===== src/rtl/scrub_pkg.sv =====
package scrub_pkg;

  localparam int DATA_W = 32;
  localparam int CODE_W = 39;

  // strobes from control to datapath
  typedef struct packed {
    logic issueRead;
    logic issueWrite;
    logic issuePatrol;
    logic writeBack;
    logic setPoison;
    logic bumpCorr;
    logic bumpUncorr;
    logic respond;
  } strobe_t;

  // status from datapath to control
  typedef struct packed {
    logic singleErr;
    logic doubleErr;
    logic tagHit;
  } status_t;

  typedef struct packed {
    logic [DATA_W-1:0] data;
    logic              isSingle;
    logic              isDouble;
  } decode_t;

  function automatic logic [CODE_W-1:0] secdedEncode(input logic [DATA_W-1:0] d);
    logic [CODE_W-1:0] w;
    logic [4:0]        j;
    logic              par;
    w = '0;
    j = '0;
    for (int p = 1; p < CODE_W; p++) begin
      if ((p & (p - 1)) != 0) begin
        w[6'(p)] = d[j];
        j = j + 5'd1;
      end
    end
    for (int k = 0; k < 6; k++) begin
      par = 1'b0;
      for (int p = 1; p < CODE_W; p++) begin
        if (((p >> k) & 1) == 1) par = par ^ w[6'(p)];
      end
      w[6'(1 << k)] = par;
    end
    w[0] = ^w[CODE_W-1:1];
    return w;
  endfunction

  function automatic decode_t secdedDecode(input logic [CODE_W-1:0] cw);
    decode_t           r;
    logic [5:0]        syn;
    logic [CODE_W-1:0] fixedWord;
    logic [4:0]        j;
    r = '0;
    syn = '0;
    j = '0;
    fixedWord = cw;
    for (int p = 1; p < CODE_W; p++) begin
      if (cw[6'(p)]) syn = syn ^ 6'(p);
    end
    if (^cw) begin
      if (int'(syn) < CODE_W) begin
        fixedWord[syn] = ~fixedWord[syn];
        r.isSingle = 1'b1;
      end else begin
        r.isDouble = 1'b1;
      end
    end else if (syn != '0) begin
      r.isDouble = 1'b1;
    end
    for (int p = 1; p < CODE_W; p++) begin
      if ((p & (p - 1)) != 0) begin
        r.data[j] = fixedWord[6'(p)];
        j = j + 5'd1;
      end
    end
    return r;
  endfunction

endpackage


===== src/rtl/scrub_datapath.sv =====
module scrub_datapath
  import scrub_pkg::*;
#(
  parameter int ADDR_W = 4,
  parameter int CNT_W  = 4
) (
  input  logic              clk,
  input  logic              rst,
  input  strobe_t           strb,
  output status_t           stat,
  input  logic [ADDR_W-1:0] reqAddr,
  input  logic [DATA_W-1:0] reqWdata,
  output logic              memEn,
  output logic              memWe,
  output logic [ADDR_W-1:0] memAddr,
  output logic [CODE_W-1:0] memWdata,
  input  logic [CODE_W-1:0] memRdata,
  output logic [DATA_W-1:0] rspData,
  output logic [CNT_W-1:0]  corrCount,
  output logic [CNT_W-1:0]  uncorrCount
);

  localparam int DEPTH = 1 << ADDR_W;

  logic [ADDR_W-1:0] curAddr;
  logic [ADDR_W-1:0] patrolPtr;
  logic [DEPTH-1:0]  poisonTag;
  decode_t           dec;

  assign dec = secdedDecode(memRdata);

  always_comb begin
    stat.singleErr = dec.isSingle;
    stat.doubleErr = dec.isDouble;
    stat.tagHit    = poisonTag[curAddr];
  end

  assign rspData = strb.respond ? dec.data : '0;

  // memory port steering
  always_comb begin
    memEn    = strb.issueRead | strb.issueWrite | strb.issuePatrol | strb.writeBack;
    memWe    = strb.issueWrite | strb.writeBack;
    memWdata = secdedEncode(strb.issueWrite ? reqWdata : dec.data);
    if (strb.issueRead || strb.issueWrite) memAddr = reqAddr;
    else if (strb.issuePatrol)             memAddr = patrolPtr;
    else                                   memAddr = curAddr;
  end

  always_ff @(posedge clk) begin
    if (rst) begin
      curAddr   <= '0;
      patrolPtr <= '0;
      poisonTag <= '0;
    end else begin
      if (strb.issueRead) curAddr <= reqAddr;
      if (strb.issuePatrol) begin
        curAddr   <= patrolPtr;
        patrolPtr <= patrolPtr + 1'b1;
      end
      if (strb.issueWrite) poisonTag[reqAddr] <= 1'b0;
      if (strb.setPoison)  poisonTag[curAddr] <= 1'b1;
    end
  end

  // two saturating fault counters
  logic [1:0]       bump;
  logic [CNT_W-1:0] cntQ [2];
  assign bump = {strb.bumpUncorr, strb.bumpCorr};

  for (genvar i = 0; i < 2; i++) begin : g_cnt
    always_ff @(posedge clk) begin
      if (rst)                              cntQ[i] <= '0;
      else if (bump[i] && cntQ[i] != '1)    cntQ[i] <= cntQ[i] + 1'b1;
    end
  end

  assign corrCount   = cntQ[0];
  assign uncorrCount = cntQ[1];

endmodule


===== src/rtl/scrub_ctrl.sv =====
module scrub_ctrl
  import scrub_pkg::*;
(
  input  logic    clk,
  input  logic    rst,
  input  logic    reqValid,
  input  logic    reqWrite,
  input  status_t stat,
  output strobe_t strb,
  output logic    reqReady,
  output logic    patrolFatal
);

  typedef enum logic {ST_IDLE, ST_CHECK} state_t;

  state_t state;
  logic   curDemand;
  logic   idle;

  assign idle     = (state == ST_IDLE);
  assign reqReady = idle;

  always_comb begin
    strb = '0;
    if (idle) begin
      if (reqValid) begin
        strb.issueWrite = reqWrite;
        strb.issueRead  = ~reqWrite;
      end else begin
        strb.issuePatrol = 1'b1;
      end
    end else begin
      strb.respond = curDemand;
      if (!stat.tagHit) begin
        if (stat.singleErr) begin
          strb.writeBack = 1'b1;
          strb.bumpCorr  = 1'b1;
        end else if (stat.doubleErr) begin
          strb.setPoison  = 1'b1;
          strb.bumpUncorr = 1'b1;
        end
      end
    end
  end

  assign patrolFatal = ~idle & ~curDemand & ~stat.tagHit & stat.doubleErr;

  always_ff @(posedge clk) begin
    if (rst) begin
      state     <= ST_IDLE;
      curDemand <= 1'b0;
    end else begin
      if (idle) begin
        if (strb.issueRead || strb.issuePatrol) state <= ST_CHECK;
        curDemand <= strb.issueRead;
      end else begin
        state <= ST_IDLE;
      end
    end
  end

endmodule


===== src/rtl/ecc_scrubber.sv =====
module ecc_scrubber
  import scrub_pkg::*;
#(
  parameter int ADDR_W = 4,
  parameter int CNT_W  = 4
) (
  input  logic              clk,
  input  logic              rst,
  input  logic              reqValid,
  input  logic              reqWrite,
  input  logic [ADDR_W-1:0] reqAddr,
  input  logic [31:0]       reqWdata,
  output logic              reqReady,
  output logic              rspValid,
  output logic [31:0]       rspData,
  output logic              rspPoison,
  output logic              memEn,
  output logic              memWe,
  output logic [ADDR_W-1:0] memAddr,
  output logic [38:0]       memWdata,
  input  logic [38:0]       memRdata,
  output logic              errCorr,
  output logic              errUncorr,
  output logic              patrolFatal,
  output logic [CNT_W-1:0]  corrCount,
  output logic [CNT_W-1:0]  uncorrCount
);

  strobe_t strb;
  status_t stat;

  scrub_ctrl u_ctrl (
    .clk        (clk),
    .rst        (rst),
    .reqValid   (reqValid),
    .reqWrite   (reqWrite),
    .stat       (stat),
    .strb       (strb),
    .reqReady   (reqReady),
    .patrolFatal(patrolFatal)
  );

  scrub_datapath #(.ADDR_W(ADDR_W), .CNT_W(CNT_W)) u_dp (
    .clk        (clk),
    .rst        (rst),
    .strb       (strb),
    .stat       (stat),
    .reqAddr    (reqAddr),
    .reqWdata   (reqWdata),
    .memEn      (memEn),
    .memWe      (memWe),
    .memAddr    (memAddr),
    .memWdata   (memWdata),
    .memRdata   (memRdata),
    .rspData    (rspData),
    .corrCount  (corrCount),
    .uncorrCount(uncorrCount)
  );

  assign rspValid  = strb.respond;
  assign rspPoison = strb.respond & (stat.tagHit | stat.doubleErr);
  assign errCorr   = strb.bumpCorr;
  assign errUncorr = strb.bumpUncorr;

endmodule


===== config.mk =====
export PLATFORM = sky130hd
export DESIGN_NAME = ecc_scrubber
export DESIGN_NICKNAME = d
export VERILOG_FILES = /design/src/rtl/scrub_pkg.sv /design/src/rtl/scrub_datapath.sv /design/src/rtl/scrub_ctrl.sv /design/src/rtl/ecc_scrubber.sv
export SDC_FILE = /design/constraint.sdc
export NUM_CORES = 1
export LEC_CHECK = 0
export BUFFER_PORTS_ARGS = -buffer_cell sky130_fd_sc_hd__buf_2
export CAP_MARGIN = 10
export CORE_MARGIN = 4
export CORE_UTILIZATION = 40
export CTS_CLUSTER_SIZE = 30
export DETAILED_ROUTE_END_ITERATION = 8
export PLACE_DENSITY = 0.78
export SYNTH_ARGS = -nofsm -noshare
export SYNTH_HDL_FRONTEND = slang
export SYNTH_SLANG_ARGS = --single-unit

===== constraint.sdc =====
create_clock -name clk -period 12.4 [get_ports clk]
set_input_delay 1.24 -clock clk [delete_from_list [all_inputs] [get_ports clk]]
set_output_delay 1.24 -clock clk [all_outputs]
set_load 0.01 [all_outputs]

==> results of run 1 <==
## where the power goes
group	internal (µW)	total (µW)	switching, µW
clock	115	162	46.9
combinational	295	759	463
sequential	127	141	13.5
total	538	1060	524
## critical path, cell delays in order
cell and delay [ns]:
buf_2 0.14, xnor2_1 0.34, xnor3_1 0.56, xnor2_1 0.44, buf_4 0.26, mux4_2 0.52, a22o_1 0.27, a31oi_4 0.27
a21boi_4 0.39, nand4_1 0.17, o211ai_2 0.13, o311ai_1 0.11, xnor3_2 0.50, xnor2_1 0.21, buf_2 0.16
## final timing paths
check	start	end	slack [ns]
max	memRdata[23]	memWdata[0]	5.44
max reg2reg	u_dp.curAddr[0]	u_dp.poisonTag[7]	9.44
min reg2reg	u_dp.poisonTag[15]	u_dp.poisonTag[15]	0.47
min	u_dp.poisonTag[15]	u_dp.poisonTag[15]	0.47
## cell families (layout without fill, tap and decap cells)
| kind of cell | after synthesis | after routing | share of synthesized area |
|---|---|---|---|
| multiplexers | 37 | 37 | 0.102 |
| flip-flops | 34 | 34 | 0.169 |
| other | 1 | 16 | 0.000833 |
| AND/OR/NAND/NOR | 230 | 230 | 0.231 |
| XOR/XNOR | 97 | 97 | 0.225 |
| adder cells (fa/ha/maj) | 3 | 3 | 0.00834 |
| buffers and inverters | 56 | 170 | 0.0740 |
| AO/OA/AOI/OAI | 127 | 127 | 0.190 |
## metrics by stage
| stage | std cells | hold slack [ns] | utilization |
|---|---|---|---|
| 6_report | 854 | 0.474 | 0.493 |
| 5_1_grt | 854 | 0.504 | 0.493 |
| 4_1_cts | 854 | 0.477 | 0.493 |
| 3_5_place_dp | 846 | 0.469 | 0.476 |
| 3_3_place_gp | 846 | 0.459 | 0.476 |
| 2_1_floorplan | 600 | 0.450 | - |
## cell usage in the layout, fill, tap and decap left out, types with 6 or more instances in the layout
cell type and n:
a211oi_1 7, a21oi_1 31, a21oi_2 6, a31oi_1 8, buf_2 147, conb_1 16, dfxtp_1 26, edfxtp_1 8
inv_1 12, mux2i_1 29, mux4_2 7, nand2_1 60, nand2b_1 8, nand3_1 19, nand4_1 7, nor2_1 88
nor3_1 15, o21ai_0 38, or2_2 7, xnor2_1 65, xor2_1 19
## final cells by class
| type | instances | area [µm²] | area share |
|---|---|---|---|
| tap | 140 | 175 | 0.0325 |
| timing repair buffer | 149 | 751 | 0.139 |
| sequential | 34 | 761 | 0.141 |
| multi-input combinational | 510 | 3470 | 0.642 |
| inverter | 13 | 48.8 | 0.00904 |
| clock buffer | 5 | 125 | 0.0232 |
| clock inverter | 3 | 68.8 | 0.0128 |
## cell usage after synthesis, drive strengths merged (4+ instances only)
master / number / share of area
nand2b: 8 / 0.011
and3: 4 / 0.0056
o22ai: 5 / 0.0070
nor3: 16 / 0.019
mux4: 7 / 0.035
xor2: 20 / 0.041
buf: 28 / 0.050
a21boi: 4 / 0.0092
nand4: 7 / 0.0097
nor2: 88 / 0.073
or3: 5 / 0.0070
xnor2: 69 / 0.14
clkbuf: 15 / 0.013
xnor3: 8 / 0.041
nand2: 60 / 0.050
or2: 8 / 0.011
dfxtp: 26 / 0.12
o21ai: 41 / 0.046
o31ai: 4 / 0.011
inv: 12 / 0.010
a21oi: 37 / 0.046
a211oi: 7 / 0.012
a31oi: 9 / 0.016
nor2b: 5 / 0.0070
and2: 6 / 0.0083
edfxtp: 8 / 0.053
nand3: 20 / 0.022
mux2i: 29 / 0.065
## registers in the layout (all words and copies together), names as in the netlist
register,cells
u_dp.cntQ,8
u_dp.patrolPtr,4
u_dp.poisonTag,16
u_dp.curAddr,4
u_ctrl.curDemand,1
u_ctrl.state,1
## routing by layer
metal | share of wire | GRT usage
met1 | 0.42 | 0.288
met2 | 0.48 | 0.352
met3 | 0.082 | 0.0301
met4 | 0.017 | 0.0570
met5 | 0 | 0
==> results.md, run 1 <==
- Status: completed
- Gpl congestion: 0.897
- WL per Instance: 16.9 µm
- Syn Inst Count: 585
- #FFs+latches synth: 34
- Hold Path Class: flip-flop to flip-flop
- Antenna viol nets, final: 0
- Pre-Repair DR Iteration Count: 5
- Number of fill cells: 1112
- WP data required: 11.16 ns
- Htree depth: 2
- CTS Hold Buffers Added: 0
- PwrDens: 197 nW/µm²
- Final hold vios: 0
- CP endpoint kind: output port
- Total die area: 13000 µm²
- Share of layout cells above drive strength 1: 0.276
- Clock latency on the worst-skew pair: 0.28 ns
- Register area share after synthesis: 0.169
- Vias per cell: 5.44
- Worst-Margin Slew: 1.00 ns
- Worst hold stages: 2
- Worst Path Arrival: 5.72 ns
- EDFF count, synth: 8
- Peak VDD IR: 0.000110 V
- Number of global-route vias before repair: 4271
- Vias: 4645
- Max cap viols: 0
- Iter 0 DRT Violations: 286
- Post-Place Worst Slack: 5.44 ns
- CTS tree: built
- Synthesized cell area: 4500 µm²
- Clock Sinks: 34
- Post-DP HPWL: 11300 µm
- Total grt overflow: 0
- Tot Pwr: 1060 µW
- Max FO, Critical Path: 11
- Die H: 114 µm
- Final Cell Area: 5400 µm²
- FFs w/ async S/R, synth: 0
- Clock skew: 0.00383 ns
- Slew Limit Headroom: 0.331
- Final wirelength: 14400 µm
- Diodes inserted: 0
- Final setup fails: 0
- Buffers on Ports: 147
- Final worst path period share: 0.561
- CTS max path bufs: 2
- Final TNS setup: 0 ns
- Fin crit period: 6.96 ns
- Residual DRC: 0
- Worst reg-to-reg path cell count: 9
- Rows: 38
- Max Clk Rate: 144 MHz
- Leakage: 0.00234 µW
- Largest net degree at the start of global routing: 45
- Final number of max-transition violations: 0
- DP Area: 5200 µm²
- Total GRT Usage: 0.212
- Chip width: 114 µm
- Initial core utilization: 0.411
- Crit Path Category: input port to output port
- CTS clk-pin slew, worst paths: 0.05 ns
- Post-synth top flop: dfxtp_1
- Resized cells post-CTS: 0
- Initial antenna violation count: 0
- Syn_area_per_cell: 7.69 µm²
- Clk root buf: clkbuf_16
- Syn-to-layout area delta: 19.9%
- # nets final: 795
- CTS Buf Count: 5
- Io pins: 170
- Fin worst setup slack: 5.44 ns
- Kind of start point of the critical path: input port
- Placeable Area: 10900 µm²
- Post-CTS setup repair buffer count: 0
- First-pass GRT wire length: 22200 µm
- Synth Warn #: 0
- RSZ-0062 raised after global routing: false
- Netlist cell types: 68
Power figures use the tool's default switching activity.
==> run 2, diff against run 1 <==
clock period = 7 ns   (was 12.4 ns; I/O delays follow)
==> run 2 against run 1 <==
Compared with the run above: flip-flop and latch count did not move; clock skew is 0.0020 ns higher; die area unchanged; largest power group unchanged.
==> results.md, run 2 (synthesized netlist as in run 1, its figures left out) <==
- Sw power: 942 µW
- Cell family with most CP delay: XOR/XNOR gates
- Top reg by flops: u_dp.poisonTag
- Worst Path Arrival: 5.04 ns
- Register-to-Register Setup Slack: 4.13 ns
- Most common cell after layout, fill and taps aside: buf_2
- Residual DRC: 0
- Tot Pwr: 1910 µW
- Fin crit period: 5.74 ns
- Slew Limit Headroom: 0.331
- Share of layout cells above drive strength 1: 0.279
- WP data required: 6.30 ns
- CTS clk-pin slew, worst paths: 0.05 ns
- CP endpoint kind: output port
- Post-DP HPWL: 11500 µm
- Total die area: 13000 µm²
- Crit path depth: 14
- CP max stage delay: 0.65 ns
- Fin worst setup slack: 1.26 ns
- Total GRT Usage: 0.215
- Final wirelength: 14500 µm
- Initial antenna violation count: 0
- CTS max path bufs: 2
- Worst reg-to-reg path cell count: 9
- Worst path bufs/invs: 2
- Slowest-stage cell, CP: xnor3_2
- Peak VDD IR: 0.000248 V
- Regs by FF count: u_dp.poisonTag: 16 flops, u_dp.cntQ: 8 flops
- Buffers on Ports: 147
- Sequential Power Share: 0.130
- Worst Hold Launch: u_dp.poisonTag[15]
- Vias: 4653
- Number of global-route vias before repair: 4474
- Clock skew: 0.00580 ns
- Internal power: 969 µW
- CTS Buf Count: 5
- Crit path cell chain: buf_2 -> xnor2_1 -> xnor3_1 -> xnor3_2 -> mux2i_1 -> and2_0 -> o31a_1 -> o31a_1 -> nor3_2 -> a211oi_1 -> o21ai_0 -> xnor3_2 -> xnor2_1 -> buf_2
- Fin Hold WS: 0.477 ns
- Worst hold stages: 2
- Fin util: 0.496
- Reg-to-Reg End: u_dp.poisonTag[7]
- Largest net degree at the start of global routing: 45
- PwrDens: 353 nW/µm²
- Max FO, Critical Path: 11
- Number of fill cells: 1112
- Antenna viol nets, final: 0
- Clock Sinks: 34
- RSZ-0062 raised after global routing: false
- Chip width: 114 µm
- R2R Path Start: u_dp.curAddr[0]
- CTS tree: built
- Kind of start point of the critical path: input port
- Most frequent cells in the layout: 147 x buf_2, 88 x nor2_1, 65 x xnor2_1, 60 x nand2_1, 38 x o21ai_0
- Worst-Margin Slew: 1.00 ns
- CTS Hold Buffers Added: 0
- Initial core utilization: 0.411
- Hold Path Class: flip-flop to flip-flop
- Final hold vios: 0
- Final TNS setup: 0 ns
- Io pins: 170
- Gate power share: 0.719
- Post-Place Worst Slack: 1.31 ns
- Status: completed
- Clock latency on the worst-skew pair: 0.28 ns
- First-pass GRT wire length: 22700 µm
- Pre-Repair DR Iteration Count: 4
- WL per Instance: 16.9 µm
- Resized cells post-CTS: 0
- Final worst path period share: 0.820
- Total grt overflow: 0
- Gpl congestion: 0.934
- Syn-to-layout area delta: 20.4%
- Iter 0 DRT Violations: 301
- Clock power share: 0.151
- Hold Path End: u_dp.poisonTag[15]
- Post-CTS setup repair buffer count: 0
- Crit Path Category: input port to output port
- Final number of max-transition violations: 0
- Vias per cell: 5.43
- Diodes inserted: 0
- Rows: 38
- Die H: 114 µm
- Max Clk Rate: 174 MHz
- # nets final: 798
- Final setup fails: 0
- Htree depth: 2
- Clk root buf: clkbuf_16
- Max reg flops: 16
- Placeable Area: 10900 µm²
- Leakage: 0.00235 µW
- Sw frac: 0.493
- Max cap viols: 0
-- run 2: cell count changes in the layout (fill, tap and decap cells not counted), sizes merged --
cell	change
buf	+3
-- run 2: routing by layer --
metal,global-route usage,wire (µm)
met4,0.0586,296
met5,0,0
met3,0.0375,1200
met2,0.364,6870
met1,0.281,6090
-- run 2: worst max path at each step --
stage            startpoint           to
2_1_floorplan  memRdata[27]  memWdata[0]
3_3_place_gp   memRdata[23]  memWdata[0]
3_5_place_dp   memRdata[23]  memWdata[0]
4_1_cts        memRdata[23]  memWdata[0]
5_1_grt        memRdata[30]  memWdata[0]
6_report       memRdata[23]  memWdata[0]
-- run 2: through the flow --
step / instance area (µm²) / instances
after floorplan: 4560 / 600
after global placement: 5230 / 849
after detailed placement: 5230 / 849
after CTS: 5420 / 857
after global routing: 5420 / 857
final: 5420 / 857
-- run 2: tightest hold or removal path: cells and delay by family (launching register included) --
kind	cells	cell delay, ns
compound gates	2	0.13
flops	1	0.30
-- run 2: cell type report --
type | count | area (µm²) | area share
Clock buffer | 5 | 125 | 0.0231
Clock inverter | 3 | 68.8 | 0.0127
Inverter | 13 | 48.8 | 0.00900
Multi-Input combinational cell | 510 | 3470 | 0.640
Sequential cell | 34 | 761 | 0.140
Tap cell | 140 | 175 | 0.0323
Timing Repair Buffer | 152 | 773 | 0.143
-- run 2: power groups by stage --
stage	Sequential, µW	Clock (µW)	Combinational, µW
finish	249	288	1370
global route	254	301	1490
CTS	249	292	1360
detailed placement	254	0	1360
global placement	252	0	1340
floorplan	251	0	1040
==> run 3, diff against run 2 <==
PLACE_DENSITY = 0.81   (was 0.78)
clock period = 5.1 ns   (was 7 ns; I/O delays follow)
==> run 3 against run 2 <==
Compared with the run above: routed wire length rose by 0.31%; cell area is 4.8% higher; sequential share of layout area shrank 0.64 points; global-route usage hardly changed; sequential power grew 37%; utilization increased by 2.4 points; clock-buffer cell count unchanged; largest power group unchanged.
==> results.md, run 3 (synthesized netlist as in run 1, its figures left out) <==
- Final hold vios: 0
- Total die area: 13000 µm²
- Chip width: 114 µm
- Fin crit period: 4.99 ns
- CTS max path bufs: 2
- Internal power: 1450 µW
- Initial core utilization: 0.411
- Sequential Power Share: 0.122
- Max FO, Critical Path: 6
- Worst Path Arrival: 4.48 ns
- Post-DP HPWL: 11500 µm
- Cell mode on critical path: xnor3_2
- Vias per cell: 5.49
- Status: completed
- Final worst path period share: 0.979
- Residual DRC: 0
- Io pins: 170
- Share of layout cells above drive strength 1: 0.318
- Placeable Area: 10900 µm²
- Clock latency on the worst-skew pair: 0.28 ns
- Crit path cell chain: buf_2 -> xnor2_2 -> xnor3_2 -> xnor3_2 -> mux2i_1 -> and2_0 -> o31a_1 -> buf_4 -> o31ai_4 -> buf_6 -> a211oi_1 -> a311o_1 -> nand2_1 -> xor2_1 -> xnor3_2 -> xnor2_2 -> buf_2
- Antenna viol nets, final: 0
- Regs by FF count: u_dp.poisonTag: 16 flops, u_dp.cntQ: 8 flops
- Max Clk Rate: 200 MHz
- Rows: 38
- Final cell count without fillers: 879
- Max cap viols: 0
- WL per Instance: 16.5 µm
- First-pass GRT wire length: 22600 µm
- Most common cell after layout, fill and taps aside: buf_2
- Most frequent cells in the layout: 146 x buf_2, 88 x nor2_1, 60 x nand2_1, 56 x xnor2_1, 38 x o21ai_0
- Worst path bufs/invs: 4
- Buffers on Ports: 147
- Gpl congestion: 0.948
- Gate power share: 0.775
- Number of global-route vias before repair: 4501
- Initial antenna violation count: 0
- Area occupied by multi-input gates: 3590 µm²
- Final number of max-transition violations: 0
- Crit Path Category: input port to output port
- Worst-Margin Slew: 0.981 ns
- Number of fill cells: 1071
- Sw power: 1370 µW
- Clock skew: 0.00689 ns
- Pre-Repair DR Iteration Count: 5
- Die H: 114 µm
- Fin Hold WS: 0.473 ns
- CP endpoint kind: output port
- Total GRT Usage: 0.214
- Clock Sinks: 34
- Max reg flops: 16
- Diodes inserted: 0
- Slew Limit Headroom: 0.344
- Slowest-stage cell, CP: xnor3_2
- Syn-to-layout area delta: 26.2%
- Clock power share: 0.104
- Largest net degree at the start of global routing: 31
- CP max stage delay: 0.55 ns
- CTS Buf Count: 5
- Clk root buf: clkbuf_16
- Htree depth: 2
- Kind of start point of the critical path: input port
- Peak VDD IR: 0.000348 V
- CTS tree: built
- Register Area: 761 µm²
- Final wirelength: 14500 µm
- Total grt overflow: 0
- Top reg by flops: u_dp.poisonTag
- WP data required: 4.59 ns
- Final setup fails: 0
- PwrDens: 496 nW/µm²
- Vias: 4830
- Hold Path Class: flip-flop to flip-flop
- # nets final: 820
- Cell family with most CP delay: XOR/XNOR gates
- Sw frac: 0.485
- Dpl cells: 869
- Iter 0 DRT Violations: 301
- CTS clk-pin slew, worst paths: 0.06 ns
- Leakage: 0.00250 µW
run 3: cell count changes in the layout (fill, tap and decap cells not counted), moves of 2 or more:
cell       previous run  this run
bufinv_16             2         0
buf_4                 5        25
xnor2_4               1         3
xnor2_1              65        56
xnor2_2               3        10
run 3: worst register-to-register path, stage by stage, from the launching register on:
cell,delay (ns)
dfxtp_1,0.67
mux4_2,0.59
mux4_2,0.50
nor2_1,0.15
nand2_1,0.16
inv_1,0.17
nand2_1,0.08
nor2_1,0.24
nand3_1,0.11
a21oi_1,0.15
run 3: repair_timing:
item / in CTS / in global routing
hold buffers: 0 / 0
endpoints found under the setup margin: 0 / 3
gates resized for setup: 0 / 19
setup buffers: 0 / 2
hold endpoints to repair: 0 / 0
run 3: metrics by stage:
step / utilization / area, µm² / total power [µW] / TNS, ns / setup slack, ns
final: 0.519 / 5680 / 2810 / 0 / 0.106
after global routing: 0.519 / 5680 / 2990 / -0.112 / -0.0407
after CTS: 0.506 / 5530 / 2660 / 0 / 0.0610
after detailed placement: 0.493 / 5390 / 2360 / 0 / 0.112
after global placement: 0.493 / 5390 / 2350 / 0 / 0.160
after floorplan: - / 4560 / 1760 / 0 / 0.452
run 3: per-layer routing:
layer	part of all wire	track usage	routed length, µm
met1	0.40	0.285	5760
met2	0.49	0.359	7130
met3	0.090	0.0317	1310
met4	0.021	0.0657	304
met5	0	0	0
run 3: power by group through the flow:
stage | clock [µW] | combinational (µW) | sequential [µW]
after floorplan | 0 | 1420 | 344
after global placement | 0 | 2000 | 346
after detailed placement | 0 | 2010 | 348
after CTS | 291 | 2030 | 342
after global routing | 298 | 2340 | 348
final | 292 | 2180 | 342
run 3: layout make-up:
| class | count | area share |
|---|---|---|
| Sequential cell | 34 | 0.134 |
| Tap cell | 140 | 0.0309 |
| Multi-Input combinational cell | 510 | 0.633 |
| Inverter | 13 | 0.00860 |
| Timing Repair Buffer | 174 | 0.169 |
| Clock inverter | 3 | 0.00287 |
| Clock buffer | 5 | 0.0220 |
run 3: worst paths after layout:
| kind | startpoint | end | slack (ns) | depth (start not counted) |
|---|---|---|---|---|
| min reg2reg | u_dp.poisonTag[12] | u_dp.poisonTag[12] | 0.47 | 2 |
| min | u_dp.poisonTag[12] | u_dp.poisonTag[12] | 0.47 | 2 |
| max reg2reg | u_dp.curAddr[0] | u_dp.poisonTag[7] | 2.22 | 9 |
| max | memRdata[11] | memWdata[0] | 0.11 | 17 |
